$ cat src/rtl/comma_framer_pkg.sv
package comma_framer_pkg;
  localparam int CHAR_W  = 10;
  localparam int COMMA_W = 8;
  typedef logic [CHAR_W-1:0] char_t;
  // negative-disparity K28.5; positive form is its complement
  localparam char_t K_NEG = 10'b0011111010;
endpackage

$ cat src/rtl/cf_shift.sv
module cf_shift
  import comma_framer_pkg::*;
(
  input  logic  clk_i,
  input  logic  rst_ni,
  input  logic  bit_i,
  output char_t win_o
);
  always_ff @(posedge clk_i or negedge rst_ni) begin
    if (!rst_ni) win_o <= '0;
    else         win_o <= {win_o[CHAR_W-2:0], bit_i};
  end
endmodule

$ cat src/rtl/cf_match.sv
module cf_match
  import comma_framer_pkg::*;
(
  input  char_t win_i,
  input  logic  full_i,
  input  logic  en_i,
  output logic  hit_o
);
  logic [1:0] full_eq, comma_eq;

  for (genvar p = 0; p < 2; p++) begin : g_pol
    localparam char_t PAT = (p == 0) ? K_NEG : ~K_NEG;
    assign full_eq[p]  = (win_i == PAT);
    assign comma_eq[p] = (win_i[CHAR_W-1 -: COMMA_W] == PAT[CHAR_W-1 -: COMMA_W]);
  end

  assign hit_o = en_i & (full_i ? |full_eq : |comma_eq);
endmodule

$ cat src/rtl/cf_align.sv
module cf_align
  import comma_framer_pkg::*;
#(
  parameter int MAX_STRETCH = 2
) (
  input  logic  clk_i,
  input  logic  rst_ni,
  input  logic  hit_i,
  input  char_t win_i,
  output char_t char_o,
  output logic  stb_o
);
  localparam int PW = $clog2(CHAR_W + MAX_STRETCH);
  localparam logic [PW-1:0] LAST = PW'(CHAR_W - 1);
  localparam logic [PW-1:0] MAXS = PW'(MAX_STRETCH);

  logic [PW-1:0] ph_q, lim_q, tgt_q;
  logic [PW-1:0] tgt_eff, lag, ext;
  logic          stb;

  // tgt_q: position inside the target character; LAST marks a target boundary
  assign tgt_eff = hit_i ? LAST : tgt_q;
  assign lag     = LAST - tgt_eff;
  assign ext     = (lag > MAXS) ? MAXS : lag;
  assign stb     = (ph_q == lim_q);

  always_ff @(posedge clk_i or negedge rst_ni) begin
    if (!rst_ni) begin
      ph_q   <= '0;
      lim_q  <= LAST;
      tgt_q  <= '0;
      stb_o  <= 1'b0;
      char_o <= '0;
    end else begin
      tgt_q <= (tgt_eff == LAST) ? '0 : tgt_eff + 1'b1;
      stb_o <= stb;
      if (stb) begin
        ph_q   <= '0;
        lim_q  <= LAST + ext;
        char_o <= win_i;
      end else begin
        ph_q <= ph_q + 1'b1;
      end
    end
  end
endmodule

$ cat src/rtl/comma_framer.sv
module comma_framer
  import comma_framer_pkg::*;
#(
  parameter int MAX_STRETCH = 2
) (
  input  logic              clk_i,
  input  logic              rst_ni,
  input  logic              bit_i,
  input  logic              frame_en_i,
  input  logic              pat_sel_i,
  output logic [CHAR_W-1:0] char_o,
  output logic              stb_o
);
  char_t win;
  logic  hit;

  cf_shift u_shift (
    .clk_i (clk_i),
    .rst_ni(rst_ni),
    .bit_i (bit_i),
    .win_o (win)
  );

  cf_match u_match (
    .win_i (win),
    .full_i(pat_sel_i),
    .en_i  (frame_en_i),
    .hit_o (hit)
  );

  cf_align #(.MAX_STRETCH(MAX_STRETCH)) u_align (
    .clk_i (clk_i),
    .rst_ni(rst_ni),
    .hit_i (hit),
    .win_i (win),
    .char_o(char_o),
    .stb_o (stb_o)
  );
endmodule

$ cat config.mk
export PLATFORM = sky130hd
export DESIGN_NAME = comma_framer
export DESIGN_NICKNAME = d
export VERILOG_FILES = /design/src/rtl/comma_framer_pkg.sv /design/src/rtl/cf_shift.sv /design/src/rtl/cf_match.sv /design/src/rtl/cf_align.sv /design/src/rtl/comma_framer.sv
export SDC_FILE = /design/constraint.sdc
export NUM_CORES = 1
export LEC_CHECK = 0
export ABC_AREA = 1
export ABC_CLOCK_PERIOD_IN_PS = 5700
export CAP_MARGIN = 5
export CORE_MARGIN = 2
export CORE_UTILIZATION = 30
export DETAILED_ROUTE_END_ITERATION = 8
export HOLD_SLACK_MARGIN = 0.02
export SYNTH_ARGS = -nofsm -noshare
export SYNTH_HDL_FRONTEND = slang
export SYNTH_HIERARCHICAL = 1
export SYNTH_SLANG_ARGS = --single-unit
$ cat constraint.sdc
create_clock -name clk_i -period 5.7 [get_ports clk_i]
set_input_delay 1.14 -clock clk_i [delete_from_list [all_inputs] [get_ports clk_i]]
set_output_delay 1.14 -clock clk_i [all_outputs]
set_load 0.03 [all_outputs]
* Word-level counts from Yosys, hierarchy flattened
Index checks and enable logic that the tools add are counted.
** Word-level totals
- Bits in registers :: 33
- Output and inout bits :: 11
- Logic and storage cells :: 25
** Cells by class
- $add $sub $neg :: 4
- Magnitude comparators :: 1
- Equality and inequality tests :: 6
- Multiplexer cells :: 5
- Bitwise operators :: 1
- Reductions and logical operators :: 2
** Operators by type and width (count)
- two-way mux 4 bit :: 4
- == test 10 bit (second input constant) :: 1
- == test 10 x 8 -> 1 bit (second input constant) :: 1
- adder 4 x 1 -> 4 bit (second input constant) :: 2
- == test 8 x 6 -> 1 bit (second input constant) :: 1
- == test 8 bit (second input constant) :: 1
- adder 4 bit (first input constant) :: 1
- == test 4 bit :: 1
- == test 4 bit (second input constant) :: 1
- greater-than comparator 4 x 2 -> 1 bit (second input constant) :: 1
- OR reduction 2 bit :: 2
- subtractor 4 bit (first input constant) :: 1
- bitwise AND 1 bit :: 1
- two-way mux 1 bit :: 1

* Depth between registers and ports, before layout
Gate-level depths: netlist of run 1.
- Depth after elaboration :: 9
- Gate-level depth with buffers :: 20

* Hierarchy
The synthesis of run 1 kept the hierarchy.
** Modules (own cells, without submodules)
- cf_align :: times used 1, cells an instance 131, area each 1112.3 um2
- cf_shift :: times used 1, cells an instance 10, area each 250.2 um2
- cf_match :: times used 1, cells an instance 21, area each 92.6 um2

* Least setup slack after synthesis of run 1
No wires, ideal clock.
- Kind :: input-to-reg
- Start :: input pat_sel_i
- End :: register u_align.lim_q[2]
- Setup time :: 0.117 ns
- Arrival :: 2.669 ns
- Required time :: 5.583 ns
- Setup slack :: 2.914 ns
- Stages on the path :: 17
- Buffers on the path :: 0
- Cells stage by stage :: o21ai_1 nand3_1 nand2_1 inv_1 nor2_2 inv_1 nand2_1 ha_1 inv_1 nand2_1 nand2_1 nand2_1 nor2_1 ha_1 nand4_1 nand3_1 nand2_1
** Between the ends
- Word-level cells in the longest chain between the ends :: 7
** RTL lines
- start: declaration :: RTL line comma_framer.sv:10 : input logic pat_sel_i,
- two-way mux 1 bit * :: RTL line cf_match.sv:17 : assign hit_o = en_i & (full_i ? |full_eq : |comma_eq);
- bitwise AND 1 bit * :: RTL line cf_match.sv:17
- net hit :: RTL line comma_framer.sv:15 : logic hit;
- two-way mux 4 bit * :: RTL line cf_align.sv:22 : assign tgt_eff = hit_i ? LAST : tgt_q;
- subtractor 4 bit * :: RTL line cf_align.sv:23 : assign lag = LAST - tgt_eff;
- greater-than comparator 4 x 2 -> 1 bit :: RTL line cf_align.sv:24 : assign ext = (lag > MAXS) ? MAXS : lag;
- two-way mux 4 bit * :: RTL line cf_align.sv:24
- adder 4 bit * :: RTL line cf_align.sv:39 : lim_q <= LAST + ext;
- end signal: assignment :: RTL line cf_align.sv:39
- end: declaration :: RTL line cf_align.sv:17 : logic [PW-1:0] ph_q, lim_q, tgt_q;
Mark *: on every way through the listed nets, which the timed path passes. The rest lies on a longest branch.
A chain may end at the register's enable or synchronous reset.

* Final worst setup path of run 1
Ends and elaborated chain as after synthesis.

==> results of run 1 <==
per-stage QoR:
step                      std cells  total power [W]  hold slack, ps  setup slack [ps]  cell area, sq um
final                           238         0.000935             399              2560              1740
after CTS                       238         0.000953             398              2560              1740
after global placement          230         0.000781             385              2310              1660
after floorplan                 162         0.000667             374              2910              1460
after detailed placement        230         0.000784             381              2280              1660
after global routing            238          0.00103             434              2310              1740
routing by layer:
metal	wire, um	share of wire	vias to the layer above	global-route usage
li1	-	-	531	-
met1	1140	0.51	451	0.134
met2	955	0.43	22	0.141
met3	116	0.052	2	0.0439
met4	17	0.0076	0	0.0424
met5	0	0	-	0
final cells by class:
type	count	share of cell area
sequential	33	0.476
multi-input combinational	104	0.296
timing repair buffer	16	0.0906
inverter	23	0.0510
clock buffer	6	0.0417
tap	54	0.0388
clock inverter	2	0.00575
cell families (layout without fill, tap and decap cells):
logic type,count (synthesis),after routing,synth area share
xor+xnor,3,3,0.0181
compound gates,6,6,0.0206
buf+inv,25,47,0.0765
flops,33,33,0.569
fa+ha+maj,5,5,0.0430
simple gates,90,90,0.273
flip-flops by register name, indices dropped and copies added, names as in the netlist:
name            count
u_align/char_o     10
u_shift/win_o      10
u_align/lim_q       4
u_align/ph_q        4
u_align/tgt_q       4
u_align/stb_o       1
path summary, 6_finish.rpt:
path / to / slack, ps / cells past startpoint
worst max register to register: u_align/lim_q[2]$_DFFE_PN0P_ / 3350 / 17
worst min register to register: u_shift/win_o[2]$_DFF_PN0_ / 400 / 0
max in group asynchronous: u_align/lim_q[0]$_DFFE_PN1P_ / 4110 / 2
worst max-delay path: u_align/lim_q[2]$_DFFE_PN0P_ / 2560 / 18
min in group asynchronous: u_align/char_o[0]$_DFFE_PN0P_ / 1260 / 2
worst min-delay path: u_shift/win_o[2]$_DFF_PN0_ / 400 / 0
cells in the mapped netlist (all sizes together):
cell / instances / area [sq um]
nor2: 14 / 73.8
xor2: 2 / 17.5
nor3: 2 / 15.0
nand3: 8 / 45.0
xnor2: 1 / 8.76
inv: 23 / 88.8
dfstp: 2 / 52.6
dfrtp: 31 / 776
nand2: 64 / 250
nand4: 1 / 6.26
ha: 5 / 62.6
o21ai: 5 / 25.0
or2: 1 / 6.26
buf: 2 / 22.5
a21oi: 1 / 5.00
where the power goes:
part           switching [W]  internal [W]  leakage, nW  total [W]
logic               0.000247      0.000163        0.467   0.000410
registers          0.0000489      0.000316        0.395   0.000364
clock network      0.0000762     0.0000844       0.0450   0.000161
worst reg2reg max path, cell delays in order, from the launching register on:
cell and delay [ps]:
dfrtp_1 400, nor3_1 190, nand3_1 90, nand2_1 70, nand2_1 50, nor2_2 130
inv_1 90, nand2_1 130, ha_1 270, inv_1 60, nand2_1 40, nand2_1 120
nand2_1 60, nor2_1 120, ha_1 180, nand4_1 90, nand3_1 90, nand2_1 50
cell usage in the layout (no fill, tap or decap):
cell type | Yosys | final
o21ai_1 | 2 | 2
inv_4 | 1 | 1
nor2_8 | 1 | 1
nand2_1 | 60 | 60
a21oi_1 | 1 | 1
or2_2 | 1 | 1
clkbuf_1 | 0 | 1
buf_4 | 0 | 1
inv_1 | 20 | 20
nor2_1 | 11 | 11
xor2_1 | 2 | 2
clkbuf_8 | 0 | 5
nor2_2 | 2 | 2
nand3_2 | 1 | 1
inv_2 | 2 | 2
o21ai_0 | 3 | 3
nand4_1 | 1 | 1
nor3_2 | 1 | 1
dfstp_2 | 2 | 2
clkinv_2 | 0 | 2
nor3_1 | 1 | 1
nand2_2 | 4 | 4
clkdlybuf4s50_1 | 0 | 15
dfrtp_1 | 31 | 31
ha_1 | 5 | 5
xnor2_1 | 1 | 1
nand3_1 | 7 | 7
==> metrics, run 1 <==
Die Y=~74 um; Initial DRT Pass Iterations=4; CTS buffer count=5; Crit Reg-Reg Startpoint=u_shift/win_o[3]$_DFF_PN0_; post-DR vias/cell=between 4 and 5; YS warnings=6; Reg area=approximately 830 sq um; Mean Syn Cell Area=~9 sq um; Placer Congestion=0.865; Core Area=4690 sq um; actual slew at the worst max-slew pin=402 ps; Synth-to-Final Area Change=19.6%; max cap viols=0; fmax=~320 MHz; PwrDens=537 nW/um^2; Worst Hold Launch=u_shift/win_o[1]$_DFF_PN0_; crit end category=register; sequential area share after synthesis=0.569; Remaining Overflow, GRT=0; Die W=roughly 74 um; Yosys reg bits=33; clock latency at the later pin of the worst-skew pair=between 200 and 300 ps; outcome=complete, no violations; final worst-path cycle share=0.551; WL final=between 2000 and 2500 um; PortBufs=15; nets=193; worst path bufs/invs=4; slowest CP cell=clkdlybuf4s50_1; final setup vio count=0; Clock Skews=between 5 and 6 ps; VDD IR max=0.264 mV; Worst path top cell family by delay=simple AND/OR/NAND/NOR gates; Cells after Synth=approximately 160; Root Buffer=clkbuf_8; Critical Path Most Common Cell=nand2_1; relative slew slack=0.732; number of post-CTS setup repair buffers=0; H-Tree Depth=2; post-CTS resize count=0; Initial Utilization=0.310; fin crit period=3140 ps; remaining antenna violation count=0; WS Path Type=input pin to register; CP Launch Type=input pin; Final HPWL DP=between 1500 and 2000 um; Final Slew Violations=0; Worst-path clk slew=~70 ps; Max clock buf depth=2; Worst Hold Class=register to register; RSZ-0062 raised after global routing=false; Synth Net Count=about 170; Leakage=0.907 nW; initial antenna violation count=0; number of global-route vias before repair=a little over 900; largest net degree at the start of global routing=34; GRT Overall Usage=0.100; DR WL/cell=around 9.4 um; max incr delay on CP=between 400 and 500 ps; die area=~5400 sq um; hold_buf cts=0; initial DRC count=34; io pins=16; fill cell count=between 400 and 500; Multi-input gate area=515 sq um; DRC=0; CTS tree=done; Fin Setup TNS=0 ps; Final Util=0.371; first-pass GRT wire length=just over 4000 um; row cnt=25; diode count=0; Final Hold Fails=0; synth unique cells=23; Mapped Area=1460 sq um; Worst Path Max Fanout=4; Setup crit start=pat_sel_i; via count=roughly 1,000; WP data arrival=about 3300 ps; Critical Path RT=between 5000 and 6000 ps; Clock Sink Count=33; share of cells above drive strength 1=0.125; Critical Path, Cell by Cell=clkdlybuf4s50_1, o21ai_1, nand3_1, nand2_1, inv_1, nor2_2, inv_1, nand2_1, ha_1, inv_1, nand2_1, nand2_1, nand2_1, nor2_1, ha_1, nand4_1, nand3_1, nand2_1
Note: power is estimated with default switching activity, not from simulation.
==> run 2: changes to the inputs <==
--- a/config.mk
+++ b/config.mk
@@ -6,7 +6,7 @@
 export NUM_CORES = 1
 export LEC_CHECK = 0
 export ABC_AREA = 1
-export ABC_CLOCK_PERIOD_IN_PS = 5700
+export ABC_CLOCK_PERIOD_IN_PS = 3150
 export CAP_MARGIN = 5
 export CORE_MARGIN = 2
 export CORE_UTILIZATION = 30
==> constraint.sdc (replaced) <==
create_clock -name clk_i -period 3.15 [get_ports clk_i]
set_input_delay 0.63 -clock clk_i [delete_from_list [all_inputs] [get_ports clk_i]]
set_output_delay 0.63 -clock clk_i [all_outputs]
set_load 0.03 [all_outputs]
==> run 2 against run 1 <==
Clock-buffer cell count rose by 1. Non-clock buffer count did not move. Sequential share of layout area fell by 0.91 points. Combinational power rose by 83%. Global-route usage rose by 0.46 points. Critical endpoint unchanged. Wire length rose by 9.8%. Largest cell class unchanged. Register-to-register slack got worse by 2600 ps. Hold slack improved by 20 ps. Clock skew rose by 1.2 ps. Via count rose by 0.89%.
==> metrics, run 2 (synthesis results as in run 1) <==
outcome=complete, no violations (unchanged); post-CTS resize count=0 (unchanged); Worst Path Max Fanout=4 (unchanged); initial antenna violation count=0 (unchanged); first-pass GRT wire length=4220 um (was 4020 um); VDD IR max=0.508 mV (was 0.264 mV); PwrDens=1020 nW/um^2 (was 537 nW/um^2); Post-Layout Cell Count=238 (unchanged); crit end category=register (unchanged); Logic pwr share=0.414 (was 0.439); final worst-path cycle share=0.843; Placer Congestion=0.822 (was 0.865); Clock Sink Count=33 (unchanged); clock share of power=0.223 (was 0.172); RSZ-0062 raised after global routing=false (unchanged); WS Path Type=input pin to register (unchanged); CP Launch Type=input pin (unchanged); Initial Utilization=0.310 (unchanged); Root Buffer=clkbuf_8 (unchanged); final setup vio count=0 (unchanged); Remaining Overflow, GRT=0 (unchanged); Max clock buf depth=2 (unchanged); reg-to-reg endpoint=u_align/lim_q[2]$_DFFE_PN0P_ (unchanged); number of post-CTS setup repair buffers=0 (unchanged); Die Y=73.6 um (unchanged); WL final=2450 um (was 2230 um); Crit Reg-Reg Startpoint=u_shift/win_o[5]$_DFF_PN0_ (was u_shift/win_o[3]$_DFF_PN0_); share of cells above drive strength 1=0.125 (unchanged); CTS tree=done (unchanged); cell count along the critical path=18 (unchanged); placed instance count=230 (unchanged); worst r2r path cells=19 (was 17); fmax=about 380 MHz; Leakage=0.921 nW (was 0.907 nW); nets=193 (unchanged); GRT Overall Usage=0.105 (was 0.100); DR WL/cell=10.3 um (was 9.37 um); Worst setup endpoint=u_align/lim_q[2]$_DFFE_PN0P_ (unchanged); H-Tree Depth=2 (unchanged); slowest CP cell=clkdlybuf4s50_1 (unchanged); clock latency at the later pin of the worst-skew pair=280 ps (was 270 ps); Initial DRT Pass Iterations=4 (unchanged); Worst path top cell family by delay=simple AND/OR/NAND/NOR gates (unchanged); Worst Hold Class=register to register (unchanged); Reg2Reg Setup Slack=710 ps (was 3350 ps); DRC=0 (unchanged); initial DRC count=42 (was 34); Switching Fraction=0.382 (was 0.398); commonest non-fill, non-tap cell in the layout=nand2_1 (unchanged); Critical Path RT=3320 ps (was 5860 ps); diode count=0 (unchanged); Final Slew Violations=0 (unchanged); WP data arrival=2820 ps (was 3300 ps); Fin Setup TNS=0 ps (unchanged); Critical Path, Cell by Cell=clkdlybuf4s50_1, nand2_1, nand3_1, nand2_1, nand2_1, nor2_2, inv_1, nand2_1, ha_1, inv_1, nand2_1, nand2_1, nand2_1, nor2_1, ha_1, nand4_1, nand3_1, nand2_1 (was clkdlybuf4s50_1, o21ai_1, nand3_1, nand2_1, inv_1, nor2_2, inv_1, nand2_1, ha_1, inv_1, nand2_1, nand2_1, nand2_1, nor2_1, ha_1, nand4_1, nand3_1, nand2_1); fin crit period=approximately 2700 ps; met2 GRT Util=0.154 (was 0.141); Top Registers=u_align/char_o x10, u_shift/win_o x10 (unchanged); relative slew slack=0.727 (was 0.732); sequential fraction of design power=0.363 (was 0.390); max cap viols=0 (unchanged); Reg area=828 sq um (unchanged); io pins=16 (unchanged); number of global-route vias before repair=925 (was 910); Sw Pwr=0.000694 W (was 0.000373 W); hold_buf cts=0 (unchanged); post-DR vias/cell=4.26 (was 4.23); CTS buffer count=5 (unchanged); leading cell types in the layout, fill and taps excluded=60 x nand2_1, 31 x dfrtp_1, 20 x inv_1 (unchanged); worst path bufs/invs=3 (was 4); Core Area=4690 sq um (unchanged); Critical Path Most Common Cell=nand2_1 (unchanged); PortBufs=15 (unchanged); met3 Use GR=0.0412 (was 0.0439); remaining antenna violation count=0 (unchanged); fill cell count=483 (was 478); Clock Skews=7.06 ps (was 5.81 ps); Final HPWL DP=1710 um (was 1590 um); Die W=73.6 um (unchanged); via count=1,015 (was 1,006); die area=5420 sq um (unchanged); Final Hold Fails=0 (unchanged); Synth-to-Final Area Change=21.9% (was 19.6%); largest net degree at the start of global routing=34 (unchanged); Setup crit start=pat_sel_i (unchanged); Worst-path clk slew=70 ps (about the same); Multi-input gate area=515 sq um (unchanged); actual slew at the worst max-slew pin=409 ps (was 402 ps); internal power=0.00112 W (was 0.000563 W); row cnt=25 (unchanged); met1 GRT Util=0.136 (was 0.134); max incr delay on CP=470 ps (was 430 ps); GRT Max-Usage Layer=met2 (unchanged)
-- run 2: cell count changes in the layout (fill, tap and decap cells not counted) --
cell / change
bufinv_16: +1
clkbuf_8: +1
clkinv_2: -2
-- run 2: power by group through the flow --
stage | Combinational, W | Sequential (W) | Clock, W
6_report | 0.000752 | 0.000660 | 0.000406
5_1_grt | 0.000845 | 0.000677 | 0.000438
4_1_cts | 0.000764 | 0.000661 | 0.000417
3_5_place_dp | 0.000760 | 0.000668 | 0
3_3_place_gp | 0.000747 | 0.000666 | 0
2_1_floorplan | 0.000421 | 0.000786 | 0
-- run 2: cell type report --
cell class	instances	share of cell area
Clock buffer	7	0.0487
Clock inverter	1	0.0169
Inverter	23	0.0501
Multi-Input combinational cell	104	0.291
Sequential cell	33	0.467
Tap cell	54	0.0381
Timing Repair Buffer	16	0.0889
-- run 2: per-stage QoR --
step	util	cell area, sq um	hold slack [ps]	power [W]	setup WS (ps)
after floorplan	-	1460	334	0.00121	874
after global placement	0.353	1660	392	0.00141	278
after detailed placement	0.353	1660	407	0.00143	193
after CTS	0.378	1770	419	0.00184	488
after global routing	0.378	1770	433	0.00196	264
final	0.378	1770	419	0.00182	496
-- run 2: how the worst min path moves through the flow --
stage                                          start                            end  slack [ps]  cells after the start
after floorplan                               rst_ni  u_align/char_o[0]$_DFFE_PN0P_         330                      0
after global placement    u_shift/win_o[1]$_DFF_PN0_     u_shift/win_o[2]$_DFF_PN0_         390                      0
after detailed placement  u_shift/win_o[1]$_DFF_PN0_     u_shift/win_o[2]$_DFF_PN0_         410                      0
after CTS                 u_shift/win_o[1]$_DFF_PN0_     u_shift/win_o[2]$_DFF_PN0_         420                      0
after global routing      u_shift/win_o[1]$_DFF_PN0_     u_shift/win_o[2]$_DFF_PN0_         430                      0
final                     u_shift/win_o[1]$_DFF_PN0_     u_shift/win_o[2]$_DFF_PN0_         420                      0
-- run 2: worst register-to-register path: stages (launching register included) --
cell and delay (ps):
dfrtp_1 420, inv_1 70, nand2_1 40, nor2_1 100, nand3_1 80, nand2_1 70, nand2_1 60, nor2_2 120
inv_1 90, nand2_1 140, ha_1 280, inv_1 60, nand2_1 40, nand2_1 110, nand2_1 60, nor2_1 140
ha_1 200, nand4_1 100, nand3_1 90, nand2_1 50
-- run 2: metal layers --
metal | routed length (um) | up-vias | share of wire
met5 | 0 | - | 0
met1 | 1220 | 458 | 0.50
li1 | - | 533 | -
met3 | 116 | 7 | 0.047
met2 | 1060 | 17 | 0.43
met4 | 46 | 0 | 0.019
